<file path="config.mk">
export PLATFORM = sky130hd
export DESIGN_NAME = i2c_access_arbiter
export DESIGN_NICKNAME = d
export VERILOG_FILES = /design/src/rtl/i2c_arb_pkg.sv /design/src/rtl/i2c_arb_next.sv /design/src/rtl/i2c_arb_flags.sv /design/src/rtl/i2c_access_arbiter.sv
export SDC_FILE = /design/constraint.sdc
export NUM_CORES = 1
export LEC_CHECK = 0
export BUFFER_PORTS_ARGS = -buffer_cell sky130_fd_sc_hd__clkbuf_2
export CAP_MARGIN = 30
export CORE_AREA = 2 2 39 41
export DETAILED_ROUTE_END_ITERATION = 10
export DIE_AREA = 0 0 41 43
export GPL_ROUTABILITY_DRIVEN = 1
export PLACE_DENSITY = 0.65
export SLEW_MARGIN = 20
export SYNTH_ARGS = -nofsm -noshare
export SYNTH_HDL_FRONTEND = slang
export SYNTH_SLANG_ARGS = --single-unit
</file>
<file path="constraint.sdc">
create_clock -name clk -period 1.6 [get_ports clk]
set_clock_uncertainty 0.05 [all_clocks]
set_input_delay 0.24 -clock clk [delete_from_list [all_inputs] [get_ports clk]]
set_output_delay 0.24 -clock clk [all_outputs]
set_load 0.005 [all_outputs]
</file>
<file path="src/rtl/i2c_arb_pkg.sv">
package i2c_arb_pkg;

  localparam int OWN_W = 2;

  typedef enum logic [OWN_W-1:0] {
    OWN_IDLE = 2'd0,
    OWN_SW   = 2'd1,
    OWN_HW   = 2'd2
  } own_e;

  // hardware may pull the engine away from software only at normal sw priority
  function automatic logic hw_may_preempt(input logic sw_high);
    return !sw_high;
  endfunction

  // idle tie-break: hardware takes the engine unless software has high priority
  function automatic logic hw_takes_idle(input logic hw_req, input logic sw_go,
                                         input logic sw_high);
    return hw_req && (!sw_go || !sw_high);
  endfunction

  // a GO seen during hardware ownership is kept for later when queuing is allowed
  function automatic logic go_is_held(input logic sw_go, input logic drop_go);
    return sw_go && !drop_go;
  endfunction

endpackage

</file>
<file path="src/rtl/i2c_arb_next.sv">
module i2c_arb_next
  import i2c_arb_pkg::*;
(
  input  own_e owner,
  input  logic sw_busy,
  input  logic sw_preempted,
  input  logic sw_pend,
  input  logic cfg_sw_high,
  input  logic cfg_drop_go,
  input  logic sw_go,
  input  logic sw_release,
  input  logic own_clr,
  input  logic sw_xfer_done,
  input  logic hw_req,
  output own_e owner_nxt,
  output logic ev_launch,
  output logic ev_finish,
  output logic ev_preempt,
  output logic ev_queue,
  output logic ev_restart,
  output logic ev_clear
);

  logic drop_claim;
  assign drop_claim = sw_release | own_clr;

  always_comb begin
    owner_nxt  = owner;
    ev_launch  = 1'b0;
    ev_finish  = 1'b0;
    ev_preempt = 1'b0;
    ev_queue   = 1'b0;
    ev_restart = 1'b0;
    ev_clear   = 1'b0;
    case (owner)
      OWN_IDLE: begin
        if (hw_takes_idle(hw_req, sw_go, cfg_sw_high)) begin
          owner_nxt = OWN_HW;
          ev_queue  = go_is_held(sw_go, cfg_drop_go);
        end else if (sw_go) begin
          owner_nxt = OWN_SW;
          ev_launch = 1'b1;
        end
      end
      OWN_SW: begin
        if (drop_claim) begin
          owner_nxt = OWN_IDLE;
          ev_clear  = 1'b1;
        end else if (hw_req && hw_may_preempt(cfg_sw_high)) begin
          owner_nxt  = OWN_HW;
          ev_preempt = sw_busy | sw_go;
        end else if (sw_go) begin
          ev_launch = 1'b1;
        end else if (sw_xfer_done) begin
          ev_finish = 1'b1;
        end
      end
      OWN_HW: begin
        ev_clear = drop_claim;
        if (hw_req) begin
          ev_queue = !drop_claim && go_is_held(sw_go, cfg_drop_go);
        end else if (!drop_claim && sw_preempted) begin
          owner_nxt  = OWN_SW;
          ev_restart = 1'b1;
        end else if (!drop_claim && (sw_pend || go_is_held(sw_go, cfg_drop_go))) begin
          owner_nxt = OWN_SW;
          ev_launch = 1'b1;
        end else begin
          owner_nxt = OWN_IDLE;
        end
      end
      default: owner_nxt = OWN_IDLE;
    endcase
  end

endmodule

</file>
<file path="src/rtl/i2c_arb_flags.sv">
module i2c_arb_flags (
  input  logic clk,
  input  logic rst_n,
  input  logic ev_launch,
  input  logic ev_finish,
  input  logic ev_preempt,
  input  logic ev_queue,
  input  logic ev_restart,
  input  logic ev_clear,
  output logic sw_busy,
  output logic sw_preempted,
  output logic sw_pend
);

  always_ff @(posedge clk or negedge rst_n) begin
    if (!rst_n) begin
      sw_busy      <= 1'b0;
      sw_preempted <= 1'b0;
      sw_pend      <= 1'b0;
    end else if (ev_clear) begin
      sw_busy      <= 1'b0;
      sw_preempted <= 1'b0;
      sw_pend      <= 1'b0;
    end else begin
      if (ev_launch || ev_preempt) sw_busy <= 1'b1;
      else if (ev_finish)          sw_busy <= 1'b0;

      if (ev_preempt)      sw_preempted <= 1'b1;
      else if (ev_restart) sw_preempted <= 1'b0;

      // a held GO behind a preempted transfer folds into the restart
      if (ev_queue)                      sw_pend <= 1'b1;
      else if (ev_restart || ev_launch)  sw_pend <= 1'b0;
    end
  end

endmodule

</file>
<file path="src/rtl/i2c_access_arbiter.sv">
module i2c_access_arbiter
  import i2c_arb_pkg::*;
(
  input  logic             clk,
  input  logic             rst_n,
  input  logic             cfg_sw_high,
  input  logic             cfg_drop_go,
  input  logic             sw_go,
  input  logic             sw_release,
  input  logic             own_clr,
  input  logic             sw_xfer_done,
  input  logic             hw_req,
  output logic             sw_grant,
  output logic             hw_grant,
  output logic [OWN_W-1:0] own_status,
  output logic             sw_restart
);

  own_e owner, owner_nxt;
  logic sw_busy, sw_preempted, sw_pend;
  logic ev_launch, ev_finish, ev_preempt, ev_queue, ev_restart, ev_clear;

  i2c_arb_next u_next (
    .owner        (owner),
    .sw_busy      (sw_busy),
    .sw_preempted (sw_preempted),
    .sw_pend      (sw_pend),
    .cfg_sw_high  (cfg_sw_high),
    .cfg_drop_go  (cfg_drop_go),
    .sw_go        (sw_go),
    .sw_release   (sw_release),
    .own_clr      (own_clr),
    .sw_xfer_done (sw_xfer_done),
    .hw_req       (hw_req),
    .owner_nxt    (owner_nxt),
    .ev_launch    (ev_launch),
    .ev_finish    (ev_finish),
    .ev_preempt   (ev_preempt),
    .ev_queue     (ev_queue),
    .ev_restart   (ev_restart),
    .ev_clear     (ev_clear)
  );

  i2c_arb_flags u_flags (
    .clk          (clk),
    .rst_n        (rst_n),
    .ev_launch    (ev_launch),
    .ev_finish    (ev_finish),
    .ev_preempt   (ev_preempt),
    .ev_queue     (ev_queue),
    .ev_restart   (ev_restart),
    .ev_clear     (ev_clear),
    .sw_busy      (sw_busy),
    .sw_preempted (sw_preempted),
    .sw_pend      (sw_pend)
  );

  always_ff @(posedge clk or negedge rst_n) begin
    if (!rst_n) begin
      owner      <= OWN_IDLE;
      sw_restart <= 1'b0;
    end else begin
      owner      <= owner_nxt;
      sw_restart <= ev_restart;
    end
  end

  assign own_status = owner;
  assign sw_grant   = (owner == OWN_SW);
  assign hw_grant   = (owner == OWN_HW);

endmodule

</file>
==> impl_metrics.tcl <==
set metrics [dict create \
    ys_seq_area_share_pct 31.8 \
    clock_sinks 6 \
    dp.cells 91 \
    ff2ff_setup_slack_ps -80 \
    ant_nets 0 \
    cts_root_buf "clkbuf_4" \
    synthesis.nets 65 \
    clkLatencyLatePin_ps 240 \
    instances_no_fill 96 \
    path_clk_slew_ps 40 \
    max_freq_ghz 0.596 \
    worstSetupPathType "reg2reg" \
    cts_buffers 3 \
    holdWs_ps 311 \
    crit_fanout 3 \
    setup_viol_count_final 3 \
    relSlewSlack_pct 81.0 \
    nNetsFinal 95 \
    ir_drop_uv 528 \
    drc 0 \
    critical_path_arrival_ps 1750 \
    critPathCapture "own_status[1]$_DFFE_PN0P_" \
    syn2layout_area_growth_pct 56.8 \
    netlist_instances 52 \
    crit_chain "inv_2 > ha_4 > or3b_4 > a32o_2 > mux2_4" \
    violations "negative setup slack" \
    drtIter0Drc 1 \
    syn_area_um2 472 \
    required_ps 1670 \
    tns_ps -167 \
    worstSetupStartpoint "own_status[1]$_DFFE_PN0P_" \
    grt_max_degree 7 \
    worst_r2r_endpoint "own_status[1]$_DFFE_PN0P_" \
    p_leak_nw 0.335 \
    ioPinCount 14 \
    status "finished, violations left" \
    cts_tree "yes" \
    start_util_pct 34.1 \
    final_cell_mix "clkbuf_2, buf_4, dfrtp_1, nand2_1" \
    ctsHtreeMaxLevel 1 \
    slew_viol_final 0 \
    p_per_area_mw_per_mm2 1300 \
    wl_per_cell_um 12.7 \
    core_area_mm2 0.00138 \
    gp_congestion 0.747 \
    end_kind "flop" \
    rr_worst_depth 5 \
    gr-usage-all-layers_pct 15.5 \
    synth_cell_type_count 25 \
    syn-mean-instance-area_um2 9.07 \
    antenna_found_initial 0 \
    worstHoldPathType "in2async" \
    grt_pass1_wl_um 1850 \
    vias 463 \
    worstMarginPinSlew_ps 281 \
    drive_above_1_share_pct 53.8 \
    layout_setup_ws_ps -77.6 \
    wl_um 1220 \
    critPathLaunchType "flop" \
    grt_pass1_vias 443 \
    drtPass1Iterations 2 \
    post_drt_via_cell_ratio 4.82 \
    crit_slowest_cell "dfrtp_1" \
    die_y_um 43 \
    port_buffers 13 \
    mostFrequentLayoutCell "clkbuf_2" \
    cts_max_path_buffers 2 \
    antenna_cells 0 \
    rows 14 \
    fin_crit_sh_pct 105 \
    fin_crit_ps 1680 \
    final_util_pct 53.4 \
    yosysWarningCount 0 \
    regToRegStartpoint "own_status[1]$_DFFE_PN0P_" \
    rsz0062_at_grt "yes" \
    ys_seq_elements 6 \
    slowest_delay_ps 380 \
    fp.dieArea_mm2 0.00176 \
    grt-ovfl-total 0 \
    finalHoldViolations 0 \
    cap_violations 0 \
    post-dp-hpwl_um 891 \
    die_x_um 41 \
]
## cells in the mapped netlist, drive strengths merged
master	count	share of area, %
nor3	1	1.1
mux2	2	4.8
nand2b	3	4.0
nor4b	1	3.2
and2	1	1.3
o211ai	1	1.6
nand2	4	3.2
nor2b	2	2.7
a21o	1	1.6
dfrtp	6	32
nor2	4	3.2
a21boi	1	1.6
o21ai	3	3.2
or3b	1	2.4
a31oi	1	1.3
ha	4	11
a32o	1	2.1
o21a	1	1.6
o32ai	3	5.6
nand3	1	1.1
nor3b	1	2.7
inv	4	3.2
a21oi	3	3.2
nand3b	2	3.2
## metrics by stage
step / setup WS (ps) / power (mW) / instance area (um^2)
after floorplan: -146 / 0.477 / 474
after global placement: -83.1 / 0.691 / 634
after detailed placement: -118 / 0.695 / 634
after CTS: -73.9 / 0.880 / 694
after global routing: -127 / 1.05 / 739
final: -77.6 / 0.959 / 739
## flip-flops by register name, summed over array words and instances (netlist names)
| signal | cells |
|---|---|
| own_status | 2 |
| sw_restart | 1 |
| u_flags.sw_pend | 1 |
| u_flags.sw_preempted | 1 |
| u_flags.sw_busy | 1 |
## layer usage
layer | wire length [um] | share of wire [%] | vias up | track usage, %
met5 | 0 | 0 | - | 0
met3 | 31 | 2.5 | 0 | 1.57
met4 | 0 | 0 | 0 | 8.00
met2 | 621 | 51 | 7 | 22.8
met1 | 563 | 46 | 210 | 21.6
li1 | - | - | 246 | -
## kinds of logic (layout without fill, tap and decap cells)
logic type      after synthesis  after routing  synth area share, %
compound gates               15             15                 21.8
fa+ha+maj                     4              4                 10.6
buf+inv                       4             32                 3.18
flops                         6              6                 31.8
mux                           2              2                 4.77
simple gates                 21             21                 27.8
## timing repair
action	CTS	global route
hold buffers	1	0
hold endpoints to repair	6	0
gates cloned	0	0
pin swaps	1	3
buffers inserted	1	0
setup endpoints to repair	4	5
resized for setup	4	12
## layout make-up
cell class / instances / area [um^2]
fill: 135 / 644
timing repair buffer: 25 / 158
multi-input combinational: 42 / 373
sequential: 6 / 151
tap: 16 / 20.0
inverter: 4 / 15.0
clock buffer: 3 / 22.5
## critical path, delay by kind of cell, from the launching register on
kind,cells,cell delay [ps]
muxes,1,300
and+or+nand+nor,1,370
buffers and inverters,1,80
DFF,1,380
adders and majority gates,1,130
AOI/OAI and AO/OA,1,260
## how the worst min path moves through the flow
stage,from,endpoint,slack [ps],cells past startpoint
global placement,rst_n,own_status[1]$_DFFE_PN0P_,20,1
floorplan,rst_n,own_status[0]$_DFFE_PN0P_,-110,0
global route,rst_n,own_status[1]$_DFFE_PN0P_,320,2
finish,rst_n,own_status[1]$_DFFE_PN0P_,310,2
detailed placement,rst_n,own_status[0]$_DFFE_PN0P_,30,1
CTS,rst_n,own_status[0]$_DFFE_PN0P_,300,2
## power by group
group          total (mW)  internal (mW)  switching, mW
Combinational       0.586          0.328          0.258
Clock               0.133         0.0845         0.0489
Sequential          0.240          0.196         0.0433
Total               0.959          0.609          0.350
(Power assumes the default switching activity.)
